File: src/rtl/hub_port_pkg.sv
package hub_port_pkg;
  localparam int REG_W      = 32;
  // read bits / write command bits (positions decoded by software)
  localparam int B_CONN_CLREN   = 0;
  localparam int B_EN_SETEN     = 1;
  localparam int B_SUSP_SETSUSP = 2;
  localparam int B_OC_CLRSUSP   = 3;
  localparam int B_RST_SETRST   = 4;
  localparam int B_PWR_PWRON    = 8;
  localparam int B_LS_PWROFF    = 9;
  // change flags
  localparam int NUM_CHG    = 5;
  localparam int CHG_LO     = 16;
  localparam int CHG_HI     = CHG_LO + NUM_CHG - 1;
  localparam int F_CONN     = 0;
  localparam int F_EN       = 1;
  localparam int F_SUSP     = 2;
  localparam int F_OC       = 3;
  localparam int F_RST      = 4;
endpackage

File: src/rtl/hub_port_sense.sv
module hub_port_sense (
  input  logic clk,
  input  logic rst_n,
  input  logic dev_present,
  input  logic dev_lowspeed,
  input  logic dev_overcur,
  output logic conn_q,
  output logic ls_q,
  output logic oc_q,
  output logic conn_rise,
  output logic conn_fall,
  output logic oc_rise
);
  always_ff @(posedge clk) begin
    if (!rst_n) begin
      conn_q <= 1'b0;
      ls_q   <= 1'b0;
      oc_q   <= 1'b0;
    end else begin
      conn_q <= dev_present;
      ls_q   <= dev_lowspeed;
      oc_q   <= dev_overcur;
    end
  end

  assign conn_rise = dev_present & ~conn_q;
  assign conn_fall = ~dev_present & conn_q;
  assign oc_rise   = dev_overcur & ~oc_q;
endmodule

File: src/rtl/hub_port_rst_timer.sv
module hub_port_rst_timer #(
  parameter int RST_CYCLES = 16
) (
  input  logic clk,
  input  logic rst_n,
  input  logic start,
  input  logic abort,
  output logic busy,
  output logic done
);
  localparam int CNT_W = (RST_CYCLES > 1) ? $clog2(RST_CYCLES) : 1;
  localparam logic [CNT_W-1:0] LOAD = CNT_W'(RST_CYCLES - 1);

  logic [CNT_W-1:0] cnt;

  always_ff @(posedge clk) begin
    if (!rst_n) begin
      busy <= 1'b0;
      cnt  <= '0;
    end else if (abort) begin
      busy <= 1'b0;
      cnt  <= '0;
    end else if (start) begin
      busy <= 1'b1;
      cnt  <= LOAD;
    end else if (busy) begin
      if (cnt == '0) busy <= 1'b0;
      else           cnt  <= cnt - 1'b1;
    end
  end

  assign done = busy & (cnt == '0) & ~abort & ~start;
endmodule

File: src/rtl/hub_port_chg_flags.sv
module hub_port_chg_flags #(
  parameter int N = 5
) (
  input  logic         clk,
  input  logic         rst_n,
  input  logic [N-1:0] set,
  input  logic [N-1:0] clr,
  output logic [N-1:0] flags
);
  for (genvar i = 0; i < N; i++) begin : g_flag
    always_ff @(posedge clk) begin
      if (!rst_n)      flags[i] <= 1'b0;
      else if (set[i]) flags[i] <= 1'b1;
      else if (clr[i]) flags[i] <= 1'b0;
    end
  end
endmodule

File: src/rtl/hub_port_status.sv
module hub_port_status
  import hub_port_pkg::*;
#(
  parameter int RST_CYCLES = 16
) (
  input  logic             clk,
  input  logic             rst_n,
  input  logic             wr_en,
  input  logic [REG_W-1:0] wr_data,
  output logic [REG_W-1:0] rd_data,
  input  logic             dev_present,
  input  logic             dev_lowspeed,
  input  logic             dev_overcur,
  output logic             port_en,
  output logic             port_susp,
  output logic             port_rst,
  output logic             port_pwr,
  output logic             chg_irq
);
  logic conn_q, ls_q, oc_q, conn_rise, conn_fall, oc_rise;
  logic [REG_W-1:0] cmd;
  logic en_q, susp_q, pwr_q;
  logic rst_busy, rst_done, rst_start, rst_abort;
  logic en_kill, susp_kill;
  logic [NUM_CHG-1:0] chg_set, chg_flags;

  hub_port_sense u_sense (
    .clk(clk), .rst_n(rst_n),
    .dev_present(dev_present), .dev_lowspeed(dev_lowspeed), .dev_overcur(dev_overcur),
    .conn_q(conn_q), .ls_q(ls_q), .oc_q(oc_q),
    .conn_rise(conn_rise), .conn_fall(conn_fall), .oc_rise(oc_rise)
  );

  assign cmd = wr_en ? wr_data : '0;

  assign rst_abort = conn_fall | cmd[B_LS_PWROFF];
  assign rst_start = cmd[B_RST_SETRST] & conn_q & ~rst_abort;

  hub_port_rst_timer #(.RST_CYCLES(RST_CYCLES)) u_timer (
    .clk(clk), .rst_n(rst_n),
    .start(rst_start), .abort(rst_abort),
    .busy(rst_busy), .done(rst_done)
  );

  assign en_kill   = conn_fall | oc_rise | cmd[B_LS_PWROFF] | cmd[B_CONN_CLREN];
  assign susp_kill = en_kill | rst_start | cmd[B_OC_CLRSUSP];

  always_ff @(posedge clk) begin
    if (!rst_n) begin
      en_q   <= 1'b0;
      susp_q <= 1'b0;
      pwr_q  <= 1'b0;
    end else begin
      if (en_kill)
        en_q <= 1'b0;
      else if (rst_done || (cmd[B_EN_SETEN] && conn_q))
        en_q <= 1'b1;

      if (susp_kill)
        susp_q <= 1'b0;
      else if (cmd[B_SUSP_SETSUSP] && conn_q && en_q)
        susp_q <= 1'b1;

      if (cmd[B_LS_PWROFF])
        pwr_q <= 1'b0;
      else if (cmd[B_PWR_PWRON])
        pwr_q <= 1'b1;
    end
  end

  always_comb begin
    chg_set         = '0;
    chg_set[F_CONN] = conn_rise | conn_fall;
    chg_set[F_EN]   = (conn_fall | oc_rise) & en_q;
    chg_set[F_SUSP] = cmd[B_OC_CLRSUSP] & susp_q;
    chg_set[F_OC]   = oc_rise;
    chg_set[F_RST]  = rst_done;
  end

  hub_port_chg_flags #(.N(NUM_CHG)) u_flags (
    .clk(clk), .rst_n(rst_n),
    .set(chg_set), .clr(cmd[CHG_HI:CHG_LO]),
    .flags(chg_flags)
  );

  always_comb begin
    rd_data                 = '0;
    rd_data[B_CONN_CLREN]   = conn_q;
    rd_data[B_EN_SETEN]     = en_q;
    rd_data[B_SUSP_SETSUSP] = susp_q;
    rd_data[B_OC_CLRSUSP]   = oc_q;
    rd_data[B_RST_SETRST]   = rst_busy;
    rd_data[B_PWR_PWRON]    = pwr_q;
    rd_data[B_LS_PWROFF]    = ls_q & conn_q;
    rd_data[CHG_HI:CHG_LO]  = chg_flags;
  end

  assign port_en   = en_q;
  assign port_susp = susp_q;
  assign port_rst  = rst_busy;
  assign port_pwr  = pwr_q;
  assign chg_irq   = |chg_flags;
endmodule

File: config.mk
export PLATFORM = sky130hd
export DESIGN_NAME = hub_port_status
export DESIGN_NICKNAME = d
export VERILOG_FILES = /design/src/rtl/hub_port_pkg.sv /design/src/rtl/hub_port_sense.sv /design/src/rtl/hub_port_rst_timer.sv /design/src/rtl/hub_port_chg_flags.sv /design/src/rtl/hub_port_status.sv
export SDC_FILE = /design/constraint.sdc
export NUM_CORES = 1
export LEC_CHECK = 0
export ABC_AREA = 1
export CORE_ASPECT_RATIO = 1.5
export CORE_UTILIZATION = 30
export DETAILED_ROUTE_END_ITERATION = 10
export PLACE_DENSITY = 0.73
export SETUP_SLACK_MARGIN = 0.5
export SLEW_MARGIN = 20
export SYNTH_ARGS = -nofsm -noshare
export SYNTH_HDL_FRONTEND = slang
export SYNTH_SLANG_ARGS = --single-unit
File: constraint.sdc
create_clock -name clk -period 1.3 [get_ports clk]
set_clock_uncertainty 0.05 [all_clocks]
set_input_delay 0.26 -clock clk [delete_from_list [all_inputs] [get_ports clk]]
set_output_delay 0.26 -clock clk [all_outputs]
set_load 0.05 [all_outputs]
== Word level (Yosys, flattened, before mapping) ==
Index checks and enable logic that the tools add are counted.

* Reduce and logical (&&, ||, !) cells: 17
* Bitwise logic cells: 24
* Multiplexer cells: 17
* Add/sub/neg operators: 1
* Equal/unequal tests: 1

{| class="wikitable"
|+ Operator list
! kind !! number
|-
| $mux 21 || 1
|-
| $mux 1 || 13
|-
| $mux 4 || 3
|-
| $reduce_bool 2->1 || 6
|-
| $and 1x1->1 || 11
|-
| $reduce_or 2->1 || 4
|-
| $or 1x1->1 || 7
|-
| $not 1->1 || 6
|-
| $reduce_or 5->1 || 1
|-
| $logic_not 4->1 || 1
|-
| $sub 4x1->4 const B || 1
|-
| $logic_and 1x1->1 || 3
|-
| $ne 2x2->1 const B || 1
|-
| $reduce_and 2->1 || 1
|-
| $logic_or 1x1->1 || 1
|}

* Input bits: 38
* Word-level logic and storage cells: 73
* Bits in registers: 16

== Logic depth before layout (Yosys ltp) ==
* Depth in word-level cells: 8
* Depth in mapped cells: 9

== Cells and area by module ==
From an unflattened synthesis, not the netlist that was laid out.

* Cell total of the unflattened synthesis: 154
* Area, all modules: 1007.2 µm²

{| class="wikitable"
|+ By module, submodules not included
! module !! area an instance (µm²) !! cells an instance !! sequential area each (µm²) !! instances
|-
| hub_port_status || 446.7 || 74 || 60.1 || 1
|-
| hub_port_rst_timer || 267.8 || 39 || 100.1 || 1
|-
| hub_port_chg_flags || 185.2 || 26 || 100.1 || 1
|-
| hub_port_sense || 107.6 || 15 || 60.1 || 1
|}

== Worst setup path after synthesis ==
Ideal clock, no wire load.

* Kind: register -> output
* From: reg u_flags.flags[2]
* To: out chg_irq
* Required time: 0.990 ns
* Stages on the path, launching flop included: 3
* Slack: -0.114 ns
* Data arrival time: 1.104 ns
* Cell sequence: dfxtp_1 -> nor3_1 -> nand2_1

* Word-level cells in the longest chain between the ends: 1

{| class="wikitable"
|+ Ends and longest elaborated chain
! what !! RTL line !! source
|-
| start: declaration || hub_port_chg_flags.sv:8 || <nowiki>output logic [N-1:0] flags</nowiki>
|-
| start signal: indexed assignment || hub_port_chg_flags.sv:12 || <nowiki>if (!rst_n) flags[i] <= 1'b0;</nowiki>
|-
| start signal: indexed assignment || hub_port_chg_flags.sv:13 || <nowiki>else if (set[i]) flags[i] <= 1'b1;</nowiki>
|-
| start signal: indexed assignment || hub_port_chg_flags.sv:14 || <nowiki>else if (clr[i]) flags[i] <= 1'b0;</nowiki>
|-
| $reduce_or 5->1 || hub_port_status.sv:102 || <nowiki>assign chg_irq = |chg_flags;</nowiki>
|-
| end: declaration || hub_port_status.sv:18 || <nowiki>output logic chg_irq</nowiki>
|}

Every way passes these cells.

== Worst setup path in the final report ==
* From: reg u_sense.conn_q
* To: reg susp_q (netlist: port_susp)

* Word-level cells in the longest chain between the ends: 7

{| class="wikitable"
|+ Ends and longest elaborated chain
! what !! RTL line !! source
|-
| start: declaration || hub_port_sense.sv:7 || <nowiki>output logic conn_q,</nowiki>
|-
| start signal: assignment || hub_port_sense.sv:20 || <nowiki>conn_q <= dev_present;</nowiki>
|-
| $and 1x1->1 || hub_port_sense.sv:27 || <nowiki>assign conn_fall = ~dev_present & conn_q;</nowiki>
|-
| $or 1x1->1, on equally long branches || hub_port_status.sv:45, hub_port_status.sv:36 ||
|-
| $or 1x1->1 / $not 1->1 (equally long branches) || hub_port_status.sv:45, hub_port_status.sv:37 ||
|-
| $or 1x1->1 / $and 1x1->1 (equally long branches) || hub_port_status.sv:45, hub_port_status.sv:37 ||
|-
| $or 1x1->1 (2 in series) || hub_port_status.sv:46 || <nowiki>assign susp_kill = en_kill | rst_start | cmd[B_OC_CLRSUSP];</nowiki>
|-
| $reduce_or 2->1 (no source line) || - ||
|-
| end signal: assignment || hub_port_status.sv:51 || <nowiki>susp_q <= 1'b0;</nowiki>
|-
| end signal: assignment || hub_port_status.sv:60 || <nowiki>susp_q <= 1'b0;</nowiki>
|-
| end signal: assignment || hub_port_status.sv:62 || <nowiki>susp_q <= 1'b1;</nowiki>
|-
| end: declaration || hub_port_status.sv:22 || <nowiki>logic en_q, susp_q, pwr_q;</nowiki>
|}

Parallel ways exist; a longest one is shown, timed or not.
A chain may end at the register's enable or synchronous reset.

==> flow_summary_export.csv <==
group,metric,value,unit
run_status,status,"finished with violations",
run_status,violations,"setup timing",
power_and_ir_drop,powerDensity,731,mW/mm2
power_and_ir_drop,swShare,0.375,
power_and_ir_drop,combPwrFrac,0.372,
clock_network,numCtsBuffers,3,
clock_network,htreeDepth,1,
clock_network,path_clk_slew,0.07,ns
final_layout,areaGrowthSynthToFinish,106,%
logic_synthesis,async_reset_ff_frac,0,
clock_network,clockBufferDepth,2,
worst_setup_path,cp_data_required_time,1.42,ns
flow_run,maxCapViolCount,0,
floorplanning,num_rows,24,
clock_network,cts_root_buf,"clkbuf_8",
timing,hold_viol_final,0,
timing,setup_ws,-0.0301,ns
logic_synthesis,ys_seq_area_frac,0.330,
worst_setup_path,reg2reg_depth,6,
logic_synthesis,synth_edf_count,0,
logic_synthesis,synth_cell_type_count,22,
routing,via_count,1009,
clock_network,ctsHoldBuffers,0,
clock_network,cts_tree,"done",
global_routing,gr-total-overflow,0,
routing,dr.pass1.iters,4,
timing,maxSlewViolCount,0,
logic_synthesis,synth_top_flop_cell,"dfxtp_1",
timing,fin_crit,1.33,ns
routing,wl_per_cell,14.8,um
global_routing,grt_pass1_wl,4170,um
power_and_ir_drop,p_leak,0.888,nW
routing,detailedRoute.firstIterationViolations,20,
global_routing,grt_pass1_vias,976,
worst_setup_path,rrSetupSlack,-0.03,ns
worst_setup_path,critPathCaptureType,"flop",
global_routing,antenna_found_initial,0,
floorplanning,die_h,71.7,um
clock_network,cts_sinks,16,
worst_setup_path,reg2reg_from,"u_sense.conn_q$_SDFF_PN0_",
worst_setup_path,worstPathArrival,1.45,ns
timing,setup_viol,2,
worst_setup_path,path_class,"reg2reg",
floorplanning,dieArea,0.00347,mm2
routing,drc,0,
logic_synthesis,ys_ff_latch,16,
floorplanning,boundaryPins,75,
routing,via_per_inst,4.50,
worst_setup_path,cp_max_fo,3,
power_and_ir_drop,irDropWorstVdd,793,uV
placed_design,dpl-instance-area,0.00151,mm2
power_and_ir_drop,clock_power_share,0.274,
logic_synthesis,avgSynthCellArea,7.30,um2
timing,finalCritPeriodShare,1.02,
placed_design,io_buffers,34,
power_and_ir_drop,internal_power,0.912,mW
floorplanning,start_util,0.323,
min_path,hold_class,"in2reg",
timing,timing.hold.ws,0.251,ns
final_layout,diodes,0,
global_routing,grt_usage,0.162,
min_path,min_to,"port_pwr$_SDFFE_PP0P_",
floorplanning,coreArea,0.00300,mm2
power_and_ir_drop,seqPwrFrac,0.354,
routing,antenna_left,0,
min_path,min_from,"wr_data[8]",
worst_setup_path,startpoint_type,"flop",
timing,fmax,752,MHz
min_path,hold_depth,3,
worst_setup_path,rr_endpoint,"port_susp$_SDFFE_PP0P_",
power_and_ir_drop,p_sw,0.547,mW
clock_network,clock_latency,0.25,ns
final_layout,final_layout_size_suffix_gt1_frac,0.611,
routing,totalWireLength,3310,um
floorplanning,die_x,48.5,um
global_routing,grt_max_degree,10,
logic_synthesis,synthCells,133,
logic_synthesis,ys_warn_count,0,
final_layout,final.fill_count,211,
logic_synthesis,syn_area,971,um2
timing,rsz0062_at_grt,"yes",
final_layout,final_area,0.00200,mm2
final_layout,nets,226,
placed_design,dp_hpwl,1690,um
placed_design,finalWeightedCongestion,0.728,
## final cells by class
type	count	area [um2]	share of cell area
inverters	18	91.3	0.0458
repair buffers	55	706	0.354
well taps	39	48.8	0.0245
clock buffers	4	45.0	0.0226
multi-input cells	92	744	0.373
flip-flops and latches	16	360	0.181
## state kept, by name (all words and copies together), names as in the netlist
name            count
u_sense.conn_q      1
u_sense.oc_q        1
u_sense.ls_q        1
port_susp           1
port_en             1
u_timer.cnt         4
port_pwr            1
u_flags.flags       5
u_timer.busy        1
## power groups by stage
| stage | clock, mW | combinational, mW | sequential, mW |
|---|---|---|---|
| floorplan | 0 | 0.311 | 0.548 |
| global placement | 0 | 0.419 | 0.527 |
| detailed placement | 0 | 0.422 | 0.528 |
| CTS | 0.391 | 0.472 | 0.516 |
| global route | 0.414 | 0.565 | 0.519 |
| finish | 0.399 | 0.543 | 0.517 |
## cells by family after synthesis
family | after synthesis | share of synthesized area
buffers and inverters | 45 | 0.282
adder cells (fa/ha/maj) | 2 | 0.0258
XOR/XNOR | 1 | 0.00902
AND/OR/NAND/NOR | 54 | 0.268
other | 1 | 0.00386
AO/OA/AOI/OAI | 14 | 0.0812
flip-flops | 16 | 0.330
## timing repair
action | in CTS | in global routing
pin swaps | 19 | 15
cloned | 1 | 0
setup endpoints to repair | 33 | 30
resized for setup | 44 | 41
buffers inserted | 10 | 7
## worst max-delay path: stages (launching register included)
cell     delay, ns
dfxtp_4       0.37
ha_4          0.17
inv_4         0.09
nand2_8       0.07
nor2_4        0.15
nand3_2       0.13
nor3_2        0.21
## routing by layer
| layer | up-vias | GRT usage | wire length [um] |
|---|---|---|---|
| met1 | 475 | 0.128 | 1050 |
| li1 | 469 | - | - |
| met2 | 51 | 0.336 | 1940 |
| met4 | 0 | 0.121 | 118 |
| met5 | - | 0 | 0 |
| met3 | 14 | 0.0318 | 202 |
## through the flow
stage	util	instances	setup WS, ns	power [mW]	setup TNS (ns)
2_1_floorplan	-	152	0.206	0.858	0
3_3_place_gp	0.503	202	-0.289	0.947	-2.25
4_1_cts	0.588	217	-0.00903	1.38	-0.00903
3_5_place_dp	0.503	202	-0.349	0.951	-2.69
5_1_grt	0.665	224	-0.0504	1.50	-0.0974
6_report	0.665	224	-0.0301	1.46	-0.0407
## layout by cell type (no fill, tap or decap), types with 2 or more instances in the layout
master	n
dfxtp_1	2
inv_2	4
clkdlybuf4s50_1	8
nand2_2	13
a21oi_2	10
ha_4	2
dfxtp_4	9
inv_4	3
dlymetal6s2s_1	3
clkbuf_8	3
nand2_1	15
nand3_1	3
conb_1	20
buf_8	2
buf_4	12
nand2_8	5
nand3_2	2
inv_1	9
dlygate4sd2_1	5
nor2_4	2
nand3_4	4
buf_12	17
buf_6	7
dfxtp_2	5
nor2_1	4
nand2_4	4
## synth_stat cells (5+ instances only)
cell type | instances | area, um2
a21oi_1 | 9 | 45.0
nand3_1 | 8 | 40.0
buf_4 | 26 | 195
dfxtp_1 | 16 | 320
inv_1 | 16 | 60.1
nand2_1 | 32 | 120
nor2_1 | 5 | 18.8
## how the worst max path moves through the flow
stage | endpoint | slack, ns | startpoint
finish | port_susp$_SDFFE_PP0P_ | -0.03 | u_sense.conn_q$_SDFF_PN0_
floorplan | chg_irq | 0.21 | u_flags.flags[2]$_SDFFE_PN0P_
global route | chg_irq | -0.05 | u_flags.flags[2]$_SDFFE_PN0P_
CTS | chg_irq | -0.009 | u_flags.flags[1]$_SDFFE_PN0P_
global placement | u_timer.cnt[2]$_SDFFE_PP0P_ | -0.29 | dev_present
detailed placement | u_timer.cnt[3]$_SDFFE_PP0P_ | -0.35 | dev_present
No activity file was read; power rests on OpenSTA's default activity.
